<file path="config.mk">
export PLATFORM = sky130hd
export DESIGN_NAME = swe_top
export DESIGN_NICKNAME = d
export VERILOG_FILES = /design/src/rtl/swe_pkg.sv /design/src/rtl/swe_ctrl.sv /design/src/rtl/swe_queue.sv /design/src/rtl/swe_top.sv
export SDC_FILE = /design/constraint.sdc
export NUM_CORES = 1
export LEC_CHECK = 0
export BUFFER_PORTS_ARGS = -buffer_cell sky130_fd_sc_hd__buf_2
export CAP_MARGIN = 20
export CELL_PAD_IN_SITES_DETAIL_PLACEMENT = 1
export CELL_PAD_IN_SITES_GLOBAL_PLACEMENT = 1
export CORE_MARGIN = 8
export CORE_UTILIZATION = 44
export CTS_CLUSTER_DIAMETER = 200
export DETAILED_ROUTE_END_ITERATION = 12
export PLACE_DENSITY = 0.88
export SYNTH_ARGS = -nofsm -noshare
export SYNTH_HDL_FRONTEND = slang
export SYNTH_HIERARCHICAL = 1
export SYNTH_SLANG_ARGS = --single-unit
</file>
<file path="constraint.sdc">
create_clock -name clk -period 4.2 [get_ports clk]
set_clock_uncertainty 0.15 [all_clocks]
set_input_delay 0.21 -clock clk [delete_from_list [all_inputs] [get_ports clk]]
set_output_delay 0.21 -clock clk [all_outputs]
set_load 0.05 [all_outputs]
</file>
<file path="src/rtl/swe_pkg.sv">
package swe_pkg;
  localparam int LFSR_W = 16;

  // per-queue command word from control to datapath
  typedef struct packed {
    logic wr0;   // append input 0 packet
    logic wr1;   // append input 1 packet (behind input 0)
    logic pop;   // head leaves (forwarded or dropped)
    logic fwd;   // head forwarded downstream
    logic blk;   // head blocked this slot
  } qStrobe_t;
endpackage

</file>
<file path="src/rtl/swe_ctrl.sv">
module swe_ctrl
  import swe_pkg::*;
#(
  parameter int DEPTH = 2,
  parameter int OCC_W = 2
) (
  input  logic                  clk,
  input  logic                  rst,
  input  logic [LFSR_W-1:0]     seed,
  input  logic                  dropMode,
  input  logic                  prioMode,
  input  logic [1:0]            inValid,
  input  logic [1:0]            inRoute,
  input  logic [1:0][OCC_W-1:0] inOcc,
  input  logic [1:0][OCC_W-1:0] qCnt,
  input  logic [1:0]            downRdy,
  output logic [1:0]            inAccept,
  output qStrobe_t [1:0]        stb
);
  localparam int SP_W = OCC_W + 1;

  logic [LFSR_W-1:0] lfsr;
  logic              lfsrFb;
  logic              firstWins;
  logic [1:0]        grant0, grant1;

  assign lfsrFb = lfsr[15] ^ lfsr[13] ^ lfsr[12] ^ lfsr[10];

  always_ff @(posedge clk) begin
    if (rst) lfsr <= (seed == '0) ? LFSR_W'(1) : seed;
    else     lfsr <= {lfsr[LFSR_W-2:0], lfsrFb};
  end

  // winner of a single-place contention: 1 means input 0
  always_comb begin
    firstWins = ~lfsr[0];
    if (prioMode) begin
      if (inOcc[0] > inOcc[1])      firstWins = 1'b1;
      else if (inOcc[0] < inOcc[1]) firstWins = 1'b0;
    end
  end

  for (genvar q = 0; q < 2; q++) begin : g_q
    logic            headV, fwdQ, blkQ, leaveQ, want0, want1, g0, g1;
    logic [SP_W-1:0] space;

    assign headV  = qCnt[q] != '0;
    assign fwdQ   = headV & downRdy[q];
    assign blkQ   = headV & ~downRdy[q];
    assign leaveQ = fwdQ | (blkQ & dropMode);
    assign space  = SP_W'(DEPTH) - {1'b0, qCnt[q]} + {{OCC_W{1'b0}}, leaveQ};
    assign want0  = inValid[0] & (inRoute[0] == 1'(q));
    assign want1  = inValid[1] & (inRoute[1] == 1'(q));

    always_comb begin
      g0 = 1'b0;
      g1 = 1'b0;
      if (want0 && want1) begin
        if (space >= SP_W'(2)) begin
          g0 = 1'b1;
          g1 = 1'b1;
        end else if (space == SP_W'(1)) begin
          g0 = firstWins;
          g1 = ~firstWins;
        end
      end else begin
        g0 = want0 && (space != '0);
        g1 = want1 && (space != '0);
      end
    end

    assign grant0[q] = g0;
    assign grant1[q] = g1;
    assign stb[q]    = '{wr0: g0, wr1: g1, pop: leaveQ, fwd: fwdQ, blk: blkQ};
  end

  assign inAccept[0] = |grant0;
  assign inAccept[1] = |grant1;
endmodule

</file>
<file path="src/rtl/swe_queue.sv">
module swe_queue
  import swe_pkg::*;
#(
  parameter int DEPTH  = 2,
  parameter int ADDR_W = 4,
  parameter int OCC_W  = 2,
  parameter int CNT_W  = 16,
  parameter int DLY_W  = 20
) (
  input  logic              clk,
  input  logic              rst,
  input  qStrobe_t          stb,
  input  logic [ADDR_W-1:0] tag0,
  input  logic [ADDR_W-1:0] tag1,
  output logic [ADDR_W-1:0] headTag,
  output logic [OCC_W-1:0]  cnt,
  output logic [CNT_W-1:0]  servCnt,
  output logic [CNT_W-1:0]  blkCnt,
  output logic [DLY_W-1:0]  dlyCnt
);
  logic [ADDR_W-1:0] mem  [DEPTH];
  logic [ADDR_W-1:0] nMem [DEPTH];
  logic [OCC_W-1:0]  nCnt;
  logic [OCC_W-1:0]  afterPop;

  // head sits at index 0; a pop shifts everything forward
  always_comb begin
    nMem = mem;
    afterPop = cnt;
    if (stb.pop) begin
      for (int i = 0; i < DEPTH - 1; i++) nMem[i] = mem[i + 1];
      afterPop = cnt - OCC_W'(1);
    end
    nCnt = afterPop;
    if (stb.wr0) begin
      if (nCnt < OCC_W'(DEPTH)) nMem[nCnt] = tag0;
      nCnt = nCnt + OCC_W'(1);
    end
    if (stb.wr1) begin
      if (nCnt < OCC_W'(DEPTH)) nMem[nCnt] = tag1;
      nCnt = nCnt + OCC_W'(1);
    end
  end

  always_ff @(posedge clk) begin
    if (rst) begin
      cnt     <= '0;
      servCnt <= '0;
      blkCnt  <= '0;
      dlyCnt  <= '0;
      for (int i = 0; i < DEPTH; i++) mem[i] <= '0;
    end else begin
      cnt     <= nCnt;
      mem     <= nMem;
      servCnt <= servCnt + CNT_W'(stb.fwd);
      blkCnt  <= blkCnt + CNT_W'(stb.blk);
      dlyCnt  <= dlyCnt + DLY_W'(afterPop);
    end
  end

  assign headTag = mem[0];
endmodule

</file>
<file path="src/rtl/swe_top.sv">
module swe_top
  import swe_pkg::*;
#(
  parameter int DEPTH  = 2,
  parameter int ADDR_W = 4,
  parameter int STAGE  = 0,
  parameter int CNT_W  = 16,
  parameter int DLY_W  = 20,
  parameter int OCC_W  = $clog2(DEPTH + 1)
) (
  input  logic                   clk,
  input  logic                   rst,
  input  logic [LFSR_W-1:0]      seed,
  input  logic                   dropMode,
  input  logic                   prioMode,
  input  logic [1:0]             inValid,
  input  logic [1:0][ADDR_W-1:0] inTag,
  input  logic [1:0][OCC_W-1:0]  inOcc,
  output logic [1:0]             inAccept,
  output logic [1:0]             outValid,
  output logic [1:0][ADDR_W-1:0] outTag,
  output logic [1:0][OCC_W-1:0]  outOcc,
  input  logic [1:0]             downRdy,
  output logic [1:0][CNT_W-1:0]  servCnt,
  output logic [1:0][CNT_W-1:0]  blkCnt,
  output logic [1:0][DLY_W-1:0]  dlyCnt
);
  qStrobe_t [1:0]        stb;
  logic [1:0]            inRoute;
  logic [1:0][OCC_W-1:0] qCnt;

  assign inRoute = {inTag[1][STAGE], inTag[0][STAGE]};

  swe_ctrl #(.DEPTH(DEPTH), .OCC_W(OCC_W)) ctrl_i (
    .clk(clk), .rst(rst), .seed(seed), .dropMode(dropMode), .prioMode(prioMode),
    .inValid(inValid), .inRoute(inRoute), .inOcc(inOcc), .qCnt(qCnt),
    .downRdy(downRdy), .inAccept(inAccept), .stb(stb)
  );

  for (genvar q = 0; q < 2; q++) begin : g_out
    swe_queue #(
      .DEPTH(DEPTH), .ADDR_W(ADDR_W), .OCC_W(OCC_W), .CNT_W(CNT_W), .DLY_W(DLY_W)
    ) queue_i (
      .clk(clk), .rst(rst), .stb(stb[q]), .tag0(inTag[0]), .tag1(inTag[1]),
      .headTag(outTag[q]), .cnt(qCnt[q]), .servCnt(servCnt[q]),
      .blkCnt(blkCnt[q]), .dlyCnt(dlyCnt[q])
    );
    assign outValid[q] = qCnt[q] != '0;
  end

  assign outOcc = qCnt;
endmodule

</file>
==> impl_metrics.json <==
{
  "hold_viol_final": 0,
  "synth_most_common_cell": "dfxtp_1",
  "cellPowerDensity_mw_per_mm2": 550,
  "rsz0062_at_grt": "false",
  "cp.arrival_ps": 3530,
  "slew_violations": 0,
  "crit_top_cell": "ha_1",
  "critPathMaxStageDelay_ps": 550,
  "critPathKind": "flip-flop to flip-flop",
  "status": "complete, no violations",
  "rr_endpoint": "g_out[0].queue_i/mem[1]",
  "routedWlPerCell_microns": 18.2,
  "vias": 6104,
  "die_x_microns": 141,
  "hp-start": "inTag[3]",
  "htreeDepth": 4,
  "syn-cell-area_sq_mm": 0.00692,
  "power_mw": 4.72,
  "dieArea_sq_mm": 0.0200,
  "cp_num_buf_inv": 0,
  "antenna_left": 0,
  "clockRootBuffer": "clkbuf_16",
  "fin_setup_tns_ps": 0,
  "async_reset_ff_share_pct": 0,
  "grt_pass1_vias": 6585,
  "max_slew.worst_pin.slew_ps": 876,
  "yosysWarningCount": 6,
  "synth_area_leader_cell": "dfxtp_1",
  "cts_tree": "yes",
  "required_ps": 4320,
  "ys_seq_area_share_pct": 40.5,
  "final_core_util_pct": 54.9,
  "period_needed_ps": 3410,
  "crit_fanout": 12,
  "switchingPower_mw": 1.65,
  "p_int_mw": 3.07,
  "reg2reg_from": "g_out[0].queue_i/cnt[1]",
  "clkSlewWorstSetupHoldPaths_ps": 60,
  "start_kind": "flip-flop",
  "vdd_ir_drop_max_uv": 356,
  "timing.final.crit_share_pct": 81.1,
  "cts_setup_buffers": 0,
  "leakage_nw": 3.73,
  "slowest_stage": "dfxtp_1",
  "dr.pass1.iters": 4,
  "gr-total-overflow": 0,
  "clock_power_share_pct": 36.1,
  "seqPwrFrac_pct": 33.4,
  "core_sq_mm": 0.0157,
  "rows": 46,
  "multi_input_area_sq_mm": 0.00374,
  "reg2reg_slack_ps": 790,
  "num-fill-cells": 1856,
  "synth_edf_count": 0,
  "max-slew-margin-rel_pct": 41.6,
  "cts_buffer_depth": 2,
  "seq_area_sq_mm": 0.00280,
  "synth_area_per_cell_sq_um": 9.25,
  "initialDrtViolationCount": 193,
  "drive_gt1_share_pct": 26.1,
  "drv_cap": 0,
  "cts_buffers": 17,
  "r2r_cells": 12,
  "grt_pass1_wl_microns": 33400,
  "totalWireLength_microns": 20700,
  "min_to": "g_out[0].queue_i/headTag[3]",
  "antenna_found_initial": 6,
  "fp.dieH_microns": 141,
  "synth_common_cells": "dfxtp_1 (140), nor2_1 (90), xor2_1 (46)",
  "grt_max_degree": 82,
  "ys.flop_type": "dfxtp_1",
  "area_delta_synth_final_pct": 24.2,
  "clkLatencyLatePin_ps": 420,
  "path_cells": "o22ai_1 > ha_1 > ha_1 > nand3_1 > nand2_1 > nor2_1 > nor2b_1 > a221oi_2 > ha_1 > nand3_1 > nor2_1 > a211oi_1",
  "synth_cells": 748,
  "ys_ff_latch": 140,
  "power.share.combinational_pct": 30.5,
  "fmax_mhz": 294,
  "finalSetupViolCount": 0,
  "final_nets": 966,
  "cts.sinks": 140,
  "yosysTopAreaCellShare_pct": 40.5,
  "io_buffers": 155,
  "io_pins": 156,
  "drc_errors": 0,
  "holdPathStages": 3,
  "end_kind": "flip-flop",
  "post-place-cells": 1081,
  "crit_family": "simple AND/OR/NAND/NOR gates",
  "grt_usage_pct": 20.9,
  "viasPerCell": 5.37,
  "place_congestion": 0.786,
  "synth_area_leaders": "dfxtp_1 (41%), xor2_1 (5.8%), nor2_1 (4.9%)",
  "post-dp-hpwl_microns": 14000,
  "hold_class": "primary input to flip-flop",
  "switching_share_pct": 35.0,
  "initial_core_util_pct": 44.2,
  "syn-num-nets": 810,
  "stdcell_count": 1137,
  "yosysUniqueCellTypes": 72
}
==> layout by cell type, fill, tap and decap left out, types with 7 or more instances in the layout <==
cell           instances
a211oi_1               9
a21oi_1               27
and3_1                19
buf_2                154
clkbuf_16             17
dfxtp_1              140
dlygate4sd3_1         20
ha_1                  26
inv_1                 26
mux2_2                20
mux2i_1               16
nand2_1               39
nand2b_1               9
nand3_1               36
nand4_1               17
nor2_1                90
nor2b_1               24
nor4_1                 7
o21ai_0               19
o22ai_1               10
or3_1                 16
or4_1                  7
xnor2_1               27
xor2_1                46
==> metal layers <==
layer  routed length, microns  GRT usage (%)
met1                     8510           23.1
met2                    10200           35.3
met3                     1290           6.28
met4                      671           11.4
met5                       10              0
==> power by group through the flow <==
stage	sequential (mW)	clock [mW]	combinational (mW)
3_3_place_gp	1.59	0	1.34
5_1_grt	1.59	1.81	1.57
4_1_cts	1.58	1.74	1.45
3_5_place_dp	1.60	0	1.40
6_report	1.58	1.70	1.44
2_1_floorplan	1.74	0	0.992
==> registers in the layout, indices dropped and copies added (netlist names) <==
signal,cells
g_out.queue_i/blkCnt,32
g_out.queue_i/mem,8
g_out.queue_i/headTag,8
g_out.queue_i/dlyCnt,40
g_out.queue_i/servCnt,32
g_out.queue_i/cnt,4
ctrl_i/lfsr,16
==> worst max path at each step <==
stage	slack, ps	end	cells after the start	from
final	790	g_out[0].queue_i/mem[1]	12	g_out[0].queue_i/cnt[1]
after global placement	1090	g_out[0].queue_i/mem[1]	12	g_out[0].queue_i/cnt[1]
after floorplan	1030	g_out[0].queue_i/mem[0]	13	g_out[0].queue_i/cnt[1]
after detailed placement	890	g_out[0].queue_i/mem[1]	11	g_out[0].queue_i/cnt[1]
after global routing	470	g_out[0].queue_i/mem[3]	12	g_out[0].queue_i/cnt[1]
after CTS	810	g_out[0].queue_i/mem[1]	11	g_out[0].queue_i/cnt[1]
==> what timing repair did <==
action | CTS | global route
hold buffers | 20 | 0
gates resized for setup | 0 | 0
hold endpoints to repair | 27 | 0
==> worst reg2reg max path, stage by stage (launching register included) <==
cell and delay (ps):
dfxtp_1 550, o22ai_1 180, ha_1 210, ha_1 310
nand3_1 140, nand2_1 90, nor2_1 340, nor2b_1 110
a221oi_2 400, ha_1 220, nand3_1 280, nor2_1 220
a211oi_1 80
==> stage by stage <==
stage	hold slack (ps)	area [sq um]	setup WS [ps]
final	22.6	8590	795
after CTS	6.77	8580	812
after detailed placement	295	7720	892
after global placement	287	7720	1090
after floorplan	185	6920	1030
after global routing	24.9	8590	465
==> kinds of logic (layout without fill, tap and decap cells) <==
kind of cell,after synthesis,after routing,synth area share (%)
AOI/OAI and AO/OA,106,106,11.5
xor gates and xnor gates,74,74,9.48
buffers and inverters,69,237,5.42
adders and majority gates,26,26,4.70
muxes,37,37,5.73
DFF,140,140,40.5
other,0,5,0
and+or+nand+nor,296,296,22.7
==> area by class of cell <==
type / count / area share (%)
Clock buffer: 19 / 5.15
Multi-Input combinational cell: 539 / 43.5
Inverter: 28 / 1.22
Sequential cell: 140 / 32.6
Antenna cell: 5 / 0.146
Clock inverter: 12 / 2.55
Timing Repair Buffer: 178 / 11.6
Tap cell: 216 / 3.14
(Power assumes the default switching activity.)
